--- src/rtl/dramc_pkg.sv ---
package dramc_pkg;
  typedef enum logic [2:0] {
    ST_IDLE,
    ST_SETUP,
    ST_RCD,
    ST_CAS,
    ST_PRE,
    ST_RF_CAS,
    ST_RF_RAS,
    ST_RF_PRE
  } seq_state_e;

  function automatic int imax(input int a, input int b);
    return (a > b) ? a : b;
  endfunction
endpackage

--- src/rtl/dramc_refresh_timer.sv ---
module dramc_refresh_timer #(
  parameter int PERIOD = 1560
) (
  input  logic clk,
  input  logic rst,
  input  logic ack,
  output logic pending
);
  localparam int CW = $clog2(PERIOD + 1);

  logic [CW-1:0] cnt;
  logic          tick;

  assign tick = (cnt == CW'(PERIOD - 1));

  always_ff @(posedge clk) begin
    if (rst) begin
      cnt     <= '0;
      pending <= 1'b0;
    end else begin
      cnt <= tick ? '0 : cnt + 1'b1;
      if (tick)     pending <= 1'b1;
      else if (ack) pending <= 1'b0;
    end
  end

  AST_ACK_NEEDS_PENDING: assert property (@(posedge clk) disable iff (rst)
    ack |-> pending);
endmodule

--- src/rtl/dramc_sequencer.sv ---
module dramc_sequencer
  import dramc_pkg::*;
#(
  parameter int ADDR_W = 20,
  parameter int DA_W   = 10,
  parameter int T_RCD  = 2,
  parameter int T_RAS  = 5,
  parameter int T_RP   = 4,
  parameter int T_RC   = 10,
  parameter int T_CAS  = 2,
  parameter int T_CAC  = 2,
  parameter int T_CSR  = 1,
  parameter int CNT_W  = 8
) (
  input  logic              clk,
  input  logic              rst,
  input  logic              ref_pending,
  output logic              ref_ack,
  input  logic              req_valid,
  output logic              req_ready,
  input  logic              req_write,
  input  logic [ADDR_W-1:0] req_addr,
  input  logic              req_wdata,
  output logic              rsp_valid,
  output logic              rsp_rdata,
  output logic [DA_W-1:0]   dram_addr,
  output logic              dram_ras_n,
  output logic              dram_cas_n,
  output logic              dram_we_n,
  output logic              dram_di,
  input  logic              dram_do
);
  localparam int CAS_HOLD = imax(imax(T_CAS, T_CAC), T_RAS - T_RCD);
  localparam int PRE_LEN  = imax(T_RP, T_RC - (T_RCD + CAS_HOLD));
  localparam int RF_PRE   = imax(T_RP, T_RC - T_RAS);

  seq_state_e        state, nxt;
  logic [CNT_W-1:0]  cnt, cnt_nxt;
  logic [DA_W-1:0]   row_q, col_q, row_nx, col_nx;
  logic              wr_q, wr_nx, take;

  assign req_ready = (state == ST_IDLE) && !ref_pending;
  assign row_nx    = take ? req_addr[ADDR_W-1:DA_W] : row_q;
  assign col_nx    = take ? req_addr[DA_W-1:0]      : col_q;
  assign wr_nx     = take ? req_write               : wr_q;

  always_comb begin
    nxt     = state;
    cnt_nxt = (cnt == '0) ? '0 : cnt - 1'b1;
    ref_ack = 1'b0;
    take    = 1'b0;
    unique case (state)
      ST_IDLE: begin
        if (ref_pending) begin
          nxt     = ST_RF_CAS;
          cnt_nxt = CNT_W'(T_CSR - 1);
          ref_ack = 1'b1;
        end else if (req_valid) begin
          nxt     = ST_SETUP;
          cnt_nxt = '0;
          take    = 1'b1;
        end
      end
      ST_SETUP: begin
        nxt     = ST_RCD;
        cnt_nxt = CNT_W'(T_RCD - 1);
      end
      ST_RCD: if (cnt == '0) begin
        nxt     = ST_CAS;
        cnt_nxt = CNT_W'(CAS_HOLD - 1);
      end
      ST_CAS: if (cnt == '0) begin
        nxt     = ST_PRE;
        cnt_nxt = CNT_W'(PRE_LEN - 1);
      end
      ST_PRE: if (cnt == '0) nxt = ST_IDLE;
      ST_RF_CAS: if (cnt == '0) begin
        nxt     = ST_RF_RAS;
        cnt_nxt = CNT_W'(T_RAS - 1);
      end
      ST_RF_RAS: if (cnt == '0) begin
        nxt     = ST_RF_PRE;
        cnt_nxt = CNT_W'(RF_PRE - 1);
      end
      ST_RF_PRE: if (cnt == '0) nxt = ST_IDLE;
      default: nxt = ST_IDLE;
    endcase
  end

  // Strobes are registered from the next state so each pin comes straight off a flop.
  always_ff @(posedge clk) begin
    if (rst) begin
      state      <= ST_IDLE;
      cnt        <= '0;
      row_q      <= '0;
      col_q      <= '0;
      wr_q       <= 1'b0;
      dram_di    <= 1'b0;
      dram_addr  <= '0;
      dram_ras_n <= 1'b1;
      dram_cas_n <= 1'b1;
      dram_we_n  <= 1'b1;
      rsp_valid  <= 1'b0;
      rsp_rdata  <= 1'b0;
    end else begin
      state      <= nxt;
      cnt        <= cnt_nxt;
      row_q      <= row_nx;
      col_q      <= col_nx;
      wr_q       <= wr_nx;
      if (take) dram_di <= req_wdata;
      dram_addr  <= (nxt == ST_CAS) ? col_nx : row_nx;
      dram_ras_n <= !(nxt inside {ST_RCD, ST_CAS, ST_RF_RAS});
      dram_cas_n <= !(nxt inside {ST_CAS, ST_RF_CAS, ST_RF_RAS});
      dram_we_n  <= !((nxt inside {ST_SETUP, ST_RCD, ST_CAS}) && wr_nx);
      rsp_valid  <= (state == ST_CAS) && (cnt == '0);
      if ((state == ST_CAS) && (cnt == '0))
        rsp_rdata <= wr_q ? 1'b0 : dram_do;
    end
  end

  // Pulse-age counters used only by the checks below.
  logic [CNT_W-1:0] ras_age, cas_age;
  always_ff @(posedge clk) begin
    if (rst) begin
      ras_age <= '0;
      cas_age <= '0;
    end else begin
      ras_age <= dram_ras_n ? '0 : ((ras_age == '1) ? ras_age : ras_age + 1'b1);
      cas_age <= dram_cas_n ? '0 : ((cas_age == '1) ? cas_age : cas_age + 1'b1);
    end
  end

  AST_RCD_MIN: assert property (@(posedge clk) disable iff (rst)
    ($fell(dram_cas_n) && !dram_ras_n && !$past(dram_ras_n)) |-> (ras_age >= CNT_W'(T_RCD)));
  AST_RAS_WIDTH: assert property (@(posedge clk) disable iff (rst)
    $rose(dram_ras_n) |-> (ras_age >= CNT_W'(T_RAS)));
  AST_CAS_WIDTH: assert property (@(posedge clk) disable iff (rst)
    $rose(dram_cas_n) |-> (cas_age >= CNT_W'(T_CAS)));
  AST_WE_STEADY: assert property (@(posedge clk) disable iff (rst)
    (!dram_cas_n && !$past(dram_cas_n)) |-> $stable(dram_we_n));
  AST_DONE_SINGLE: assert property (@(posedge clk) disable iff (rst)
    rsp_valid |=> !rsp_valid);
  AST_CBR_ORDER: assert property (@(posedge clk) disable iff (rst)
    ($fell(dram_ras_n) && !dram_cas_n) |-> !$past(dram_cas_n));
  AST_REFRESH_NO_WRITE: assert property (@(posedge clk) disable iff (rst)
    (!dram_cas_n && dram_ras_n) |-> dram_we_n);
  AST_READY_QUIET: assert property (@(posedge clk) disable iff (rst)
    req_ready |-> (dram_ras_n && dram_cas_n));
endmodule

--- src/rtl/dram_ctrl.sv ---
module dram_ctrl #(
  parameter  int ADDR_W     = 20,
  parameter  int T_RCD      = 2,
  parameter  int T_RAS      = 5,
  parameter  int T_RP       = 4,
  parameter  int T_RC       = 10,
  parameter  int T_CAS      = 2,
  parameter  int T_CAC      = 2,
  parameter  int T_CSR      = 1,
  parameter  int REF_PERIOD = 1560,
  localparam int DA_W       = ADDR_W / 2
) (
  input  logic              clk,
  input  logic              rst,
  input  logic              req_valid,
  output logic              req_ready,
  input  logic              req_write,
  input  logic [ADDR_W-1:0] req_addr,
  input  logic              req_wdata,
  output logic              rsp_valid,
  output logic              rsp_rdata,
  output logic [DA_W-1:0]   dram_addr,
  output logic              dram_ras_n,
  output logic              dram_cas_n,
  output logic              dram_we_n,
  output logic              dram_di,
  input  logic              dram_do
);
  logic ref_pending, ref_ack;

  dramc_refresh_timer #(.PERIOD(REF_PERIOD)) u_timer (
    .clk     (clk),
    .rst     (rst),
    .ack     (ref_ack),
    .pending (ref_pending)
  );

  dramc_sequencer #(
    .ADDR_W(ADDR_W), .DA_W(DA_W), .T_RCD(T_RCD), .T_RAS(T_RAS), .T_RP(T_RP),
    .T_RC(T_RC), .T_CAS(T_CAS), .T_CAC(T_CAC), .T_CSR(T_CSR), .CNT_W(8)
  ) u_seq (
    .clk         (clk),
    .rst         (rst),
    .ref_pending (ref_pending),
    .ref_ack     (ref_ack),
    .req_valid   (req_valid),
    .req_ready   (req_ready),
    .req_write   (req_write),
    .req_addr    (req_addr),
    .req_wdata   (req_wdata),
    .rsp_valid   (rsp_valid),
    .rsp_rdata   (rsp_rdata),
    .dram_addr   (dram_addr),
    .dram_ras_n  (dram_ras_n),
    .dram_cas_n  (dram_cas_n),
    .dram_we_n   (dram_we_n),
    .dram_di     (dram_di),
    .dram_do     (dram_do)
  );

  AST_REF_BLOCKS_HOST: assert property (@(posedge clk) disable iff (rst)
    ref_pending |-> !req_ready);
endmodule

--- config.mk ---
export PLATFORM = sky130hd
export DESIGN_NAME = dram_ctrl
export DESIGN_NICKNAME = d
export VERILOG_FILES = /design/src/rtl/dramc_pkg.sv /design/src/rtl/dramc_refresh_timer.sv /design/src/rtl/dramc_sequencer.sv /design/src/rtl/dram_ctrl.sv
export SDC_FILE = /design/constraint.sdc
export NUM_CORES = 1
export LEC_CHECK = 0
export CORE_MARGIN = 5
export CORE_UTILIZATION = 57
export DETAILED_ROUTE_END_ITERATION = 6
export PLACE_DENSITY = 0.88
export SLEW_MARGIN = 5
export SYNTH_ARGS = -nofsm -noshare
export SYNTH_HDL_FRONTEND = slang
export SYNTH_SLANG_ARGS = --single-unit
--- constraint.sdc ---
create_clock -name clk -period 2.9 [get_ports clk]
set_input_delay 0.87 -clock clk [delete_from_list [all_inputs] [get_ports clk]]
set_output_delay 0.87 -clock clk [all_outputs]
set_load 0.01 [all_outputs]
# Yosys cells after proc, flatten, opt, wreduce, memory -nomap -nowiden
# Index checks and enable logic that the tools add are counted.
[word_totals] regBits=60
[op_classes] add_sub_neg=2 n_eq_ne=13 mux=26 reduce_logical=16
[ops] op="$mux W8" n=5
[ops] op="$pmux W8 S4" n=1
[ops] op="$mux W10" n=3
[ops] op="$mux W3" n=7
[ops] op="$pmux W3 S7" n=1
[ops] op="$eq A3 B3 Y1 const B" n=6
[ops] op="$eq A3 B2 Y1 const B" n=4
[ops] op="$add A11 B1 Y11 const B" n=1
[ops] op="$eq A11 B11 Y1 const B" n=1
[ops] op="$mux W1" n=9
[ops] op="$reduce_bool A3 Y1" n=3
[ops] op="$logic_not A8 Y1" n=1
[ops] op="$sub A8 B1 Y8 const B" n=1
[ops] op="$eq A3 B1 Y1 const B" n=2
[ops] op="$logic_not A1 Y1" n=4
[ops] op="$reduce_or A2 Y1" n=2
[ops] op="$logic_and A1 B1 Y1" n=3
[ops] op="$logic_not A3 Y1" n=1
[ops] op="$reduce_or A3 Y1" n=1
[ops] op="$reduce_bool A2 Y1" n=1

# Logic depth before layout (Yosys ltp)
# Gate-level depths: netlist of the first run.
[logic_depth] word_depth=7 depth_mapped=7 mapped_depth_nobuf=6

# Hierarchy
# Synthesis of the first run repeated with hierarchy kept, for this count alone.
[unflattened] hier_cells=268 hier_area_um2=2456.1
[modules_own_cells] mod="dramc_sequencer" n_inst=1 cells_per_inst=210 area_per_inst_um2=1919.3
[modules_own_cells] mod="dramc_refresh_timer" n_inst=1 cells_per_inst=58 area_per_inst_um2=536.8

# Worst setup path after synthesis of the first run
# Ideal clock, no wire load.
[synth_timing] kind="in2reg" from="in rst" to="reg u_seq.state[1]" t_arrival_ns=1.810 required_time_ns=2.785 setup_slack_ns=0.975 stages=5 path_cell_list="clkbuf_1 clkbuf_1 clkbuf_1 a311oi_1 and2_1"
[synth_rtl] element="start, declared" line_no="dram_ctrl.sv:14" rtl="input logic rst,"
[synth_rtl] element="end signal, assigned" line_no="dramc_sequencer.sv:106" rtl="state <= nxt;"
[synth_rtl] element="end, declared" line_no="dramc_sequencer.sv:37" rtl="seq_state_e state, nxt;"

# Worst setup path after layout of the first run
[layout_timing] from="reg u_seq.state[0]" to="out req_ready"
[layout_via] elab_chain_len=2
[layout_lines] element="$logic_not A3 Y1" line_no="dramc_sequencer.sv:42" rtl="assign req_ready = (state == ST_IDLE) && !ref_pending;"
[layout_lines] element="$logic_and A1 B1 Y1" line_no="dramc_sequencer.sv:42"
[layout_lines] element="end, declared" line_no="dram_ctrl.sv:16" rtl="output logic req_ready,"
# No other way between the ends.

==> run metrics, run 1 <==
Post-Synth Simple-Gate Area 25.1%; Initial Util 59.7%; mux contribution to synthesized area a little over an eighth; fraction of layout instances using a drive strength above 1 between 10% and 20%; post-synth top area cell dfxtp_1; syn nets between 300 and 400; post-synth top area share a little under half; Non-Filler Instances 370; worst-margin pin slew 0.445 ns; crit-path cells nor4_2, clkdlybuf4s50_1; Root Driver clkbuf_8; Final setup violation count 0; Post-Synth Adder-Cell Area 1.41%; clock slew at reported path FFs approximately 0.070 ns; # nets final 343; WP data required between 2 and 2.5 ns; largest family of logic cells by synthesized area simple AND/OR/NAND/NOR gates; Most used DFF post-synth dfxtp_1; Post-synth ARST share 0%; Final Critical Period 2.53 ns; critical path's top delay family buffers and inverters; drt first pass iters 4; CP Launch Type flop; Die ar. 6120 um2; Pleak ~1.3 nW; clock sink total 60; CP Capture Type primary output; Clock Skew 0.00941 ns; wire per inst 13.5 um; post-synthesis cell type count 46; final wirelength 4990 um; Max VDD drop 0.394 mV; largest net degree at the start of global routing 56; Final Hold Fails 0; Critical Path AT around 1.7 ns; maxcap violations 0; DP HPWL 3440 um; via count ~2000; Vias/cell about 5.4; Hold Crit Class flop to flop; # IOs 43; critical path class flop to primary output; post_cts resized 0; fin crit share between 80 and 90%; first-pass GRT wire length 8760 um; Post-Synthesis Cells 273; Setup TNS 0 ns; WP buf/inv 1; n_diodes 0; vias in the first global route approximately 1900; Hold Buf Count CTS 0; # rows 24; PortBufs 42; Die Y slightly below 80 um; GRT overflow 0; initial antenna violation count 0; sequential area share after synthesis between 40% and 50%; Rel. slew slack approximately 70%; synthesis-stage register bit count 60; Cell Area, Synth between 2000 and 3000 um2; Avg Inst Size Synth 9.73 um2; CTS tree built; DRT antenna net count 0; number of enable flip-flop cells after synthesis 0; max incr delay on CP approximately 0.6 ns; XOR/XNOR share of the synthesized area between 4 and 5%; Post-CTS Setup Bufs 0; achievable frequency between 0.3 and 0.4 GHz; PD cells roughly 800 nW/um2; Slew Limit Fails 0; Area growth syn-to-layout 26.0%; drc violations 0; Synth Area in Compound Gates under 10%; outcome completed; Synth Warn # 0; DR iter-0 viols 137; dpl cells between 300 and 400; Max stage delay cell, worst path clkdlybuf4s50_1; CTS Buf Count 9; Worst Path Max Fanout 12; chip width just under 80 um; H-tree level count 3; Tot GR Track Use 17.7%; clock buffer depth 2; RSZ-0062 raised after global routing no; Skew-Pair Late Insertion Delay approximately 0.33 ns; final RePlAce weighted congestion 0.835; core area ~4400 um2; dominant cells by area after synthesis dfxtp_1, nand2b_1, mux2i_1
## layout by cell type (no fill, tap or decap), types with 3 or more instances in the layout
master / synthesis / routed
nand2b_1: 46 / 46
clkbuf_8: 0 / 10
nand3_1: 5 / 5
mux2i_1: 21 / 21
nor3_1: 5 / 5
dfxtp_1: 60 / 60
bufinv_16: 0 / 3
ha_1: 3 / 3
or3_1: 3 / 3
a21oi_1: 9 / 9
xor2_1: 6 / 6
clkdlybuf4s50_1: 0 / 42
nand4_1: 5 / 5
mux2_4: 10 / 10
nor2_1: 24 / 24
buf_4: 2 / 4
nand2_1: 9 / 9
o21ai_0: 5 / 5
xnor2_1: 9 / 9
inv_1: 6 / 6
## path summary, 6_finish.rpt
check / startpoint / end / slack [ns] / cells after the start
worst max-delay path: u_seq.state[0] / req_ready / 0.37 / 2
worst min-delay path: u_timer.cnt[0] / u_timer.cnt[0] / 0.47 / 1
worst max register to register: u_seq.cnt[0] / u_seq.dram_addr[4] / 0.91 / 7
worst min register to register: u_timer.cnt[0] / u_timer.cnt[0] / 0.47 / 1
## through the flow
stage / utilization (%) / hold slack [ns] / instance area [um2] / setup WS, ns / power, W
detailed placement: 69.9 / 0.459 / 3110 / 0.424 / 0.00179
global route: 75.3 / 0.500 / 3340 / 0.322 / 0.00282
floorplan: - / 0.418 / 2660 / 0.975 / 0.00158
finish: 75.3 / 0.467 / 3340 / 0.367 / 0.00267
CTS: 75.3 / 0.473 / 3340 / 0.364 / 0.00269
global placement: 69.9 / 0.432 / 3110 / 0.467 / 0.00178
## synthesized netlist by cell type (all sizes together) (2+ instances only)
master and number:
nor4 4, inv 6, nand2 9, or4 3, or3 3, nor3 6, and2 2, dfxtp 60
xnor2 9, nor2 24, nand4 5, xor2 6, o21ai 6, nand2b 46, ha 3, mux2 10
nand3 5, a21oi 9, buf 7, mux2i 21, clkbuf 10
## power breakdown
group          internal (W)  total [W]  switching (W)
clock              0.000586   0.000894       0.000307
sequential         0.000943    0.00101      0.0000704
combinational      0.000385   0.000766       0.000381
## state kept, by name (all words and copies together), names as in the netlist
signal / count
u_seq.dram_cas_n: 1
u_seq.wr_q: 1
u_seq.dram_ras_n: 1
u_seq.dram_addr: 10
u_seq.rsp_valid: 1
u_seq.dram_we_n: 1
u_seq.dram_di: 1
u_timer.cnt: 11
u_seq.state: 3
u_seq.col_q: 10
u_seq.row_q: 10
u_seq.cnt: 8
u_timer.pending: 1
u_seq.rsp_rdata: 1
## layer usage
| metal | track usage, % | up-vias | part of all wire [%] |
|---|---|---|---|
| li1 | - | 1007 | - |
| met1 | 21.8 | 932 | 45 |
| met4 | 7.52 | 0 | 1.5 |
| met3 | 4.23 | 9 | 3.9 |
| met5 | 0 | - | 0 |
| met2 | 29.8 | 36 | 49 |
## logic make-up after synthesis
logic type | Yosys count
simple gates | 116
flops | 60
mux | 31
compound gates | 25
buf+inv | 23
xor+xnor | 15
fa+ha+maj | 3
## layout make-up
type / instances / area (um2)
tap: 52 / 65.1
clock inverter: 5 / 100
multi-input combinational: 190 / 1350
inverter: 6 / 22.5
fill: 330 / 1100
clock buffer: 10 / 138
timing repair buffer: 47 / 470
sequential: 60 / 1200
No activity file was read; power rests on OpenSTA's default activity.
==> run 2: changes to the inputs <==
--- a/config.mk
+++ b/config.mk
@@ -6,9 +6,10 @@
 export NUM_CORES = 1
 export LEC_CHECK = 0
 export CORE_MARGIN = 5
-export CORE_UTILIZATION = 57
+export CORE_UTILIZATION = 50
+export CTS_CLUSTER_SIZE = 12
 export DETAILED_ROUTE_END_ITERATION = 6
-export PLACE_DENSITY = 0.88
+export PLACE_DENSITY = 0.79
 export SLEW_MARGIN = 5
 export SYNTH_ARGS = -nofsm -noshare
 export SYNTH_HDL_FRONTEND = slang
==> run metrics, run 2 (synthesis gave the netlist of run 1 again) <==
max FFs per register 11; wire per inst around 13 um; Area growth syn-to-layout 25.0%; Final setup violation count 0; Die Y roughly 83 um; drc violations 0; # nets final between 300 and 400; Root Driver clkbuf_8; initial antenna violation count 0; clock sink total 60; Hold Buf Count CTS 0; n_diodes 0; most frequent cells in the layout dfxtp_1, nand2b_1, clkdlybuf4s50_1; Pleak 1.30 nW; DR iter-0 viols 117; Critical Path AT about 1.7 ns; post_cts resized 0; outcome completed; CP Launch Type flop; Die ar. 6870 um2; final RePlAce weighted congestion slightly below 0.9; max incr delay on CP just over 0.6 ns; chip width approximately 83 um; Skew-Pair Late Insertion Delay around 0.34 ns; H-tree level count 3; Post-CTS Setup Bufs 0; CTS tree built; core area about 5000 um2; Hold Crit Class flop to flop; CP Capture Type primary output; Tot GR Track Use about 16%; final wirelength roughly 5200 um; WP data required 2.03 ns; via count around 2000; clock slew at reported path FFs ~0.070 ns; crit-path cells nor4_2, clkdlybuf4s50_1; # rows 26; vias in the first global route 1920; fraction of layout instances using a drive strength above 1 a little over a tenth; register with the most flip-flops u_timer.cnt; PD cells roughly 750 nW/um2; PortBufs 42; DRT antenna net count 0; Final Hold Fails 0; commonest non-fill, non-tap cell in the layout dfxtp_1; RSZ-0062 raised after global routing no; Max VDD drop 0.693 mV; Core Util, Final 64.6%; Final Critical Period about 2.6 ns; critical path class flop to primary output; Slew Limit Fails 0; largest net degree at the start of global routing 56; Vias/cell 5.07; CTS Buf Count 9; Rel. slew slack 65.8%; # IOs 43; worst-margin pin slew just over 0.5 ns; Max stage delay cell, worst path clkdlybuf4s50_1; Worst Path Max Fanout 6; DP HPWL approximately 3500 um; clock buffer depth 2; Setup TNS 0 ns; maxcap violations 0; Initial Util 51.7%; Clock Skew around 0.0096 ns; achievable frequency approximately 0.39 GHz; GRT overflow 0; first-pass GRT wire length between 8000 and 9000 um; drt first pass iters 4; fin crit share about nine tenths
[run 2: report_power, final]
| group | internal (W) | switching, W |
|---|---|---|
| logic | 0.000389 | 0.000392 |
| clock network | 0.000380 | 0.000309 |
| registers | 0.000943 | 0.0000625 |
[run 2: area by class of cell]
cell class,count,area [um2]
Sequential cell,60,1200
Clock inverter,1,5.00
Timing Repair Buffer,48,478
Multi-Input combinational cell,190,1350
Fill cell,460,1820
Clock buffer,15,176
Tap cell,70,87.6
Inverter,6,22.5
[run 2: per-layer routing]
metal / up-vias / wire [um] / GRT usage [%]
li1: 1008 / - / -
met1: 915 / 2550 / 20.4
met2: 44 / 2310 / 23.5
met3: 10 / 283 / 6.04
met4: 0 / 97 / 8.02
met5: - / 0 / 0
[run 2: through the flow]
step	worst slack, ns	total power, W	instances	area, um2	hold WS, ns
final	0.325	0.00248	390	3320	0.454
after detailed placement	0.443	0.00180	374	3140	0.444
after global placement	0.509	0.00178	374	3140	0.425
after floorplan	0.975	0.00158	273	2660	0.418
after global routing	0.255	0.00262	390	3320	0.476
after CTS	0.299	0.00249	390	3320	0.457
[run 2: worst paths after layout]
path,start,depth (start not counted),endpoint,slack (ns)
worst max-delay path,u_timer.pending,2,req_ready,0.32
worst min-delay path,u_timer.cnt[0],1,u_timer.cnt[0],0.45
worst max register to register,u_seq.cnt[0],7,u_seq.dram_addr[2],0.84
worst min register to register,u_timer.cnt[0],1,u_timer.cnt[0],0.45
[run 2: worst max-delay path: cells and delay by family, from the launching register on]
family | cells | cell delay (ns)
buffers and inverters | 1 | 0.61
flip-flops | 1 | 0.37
AND/OR/NAND/NOR | 1 | 0.39
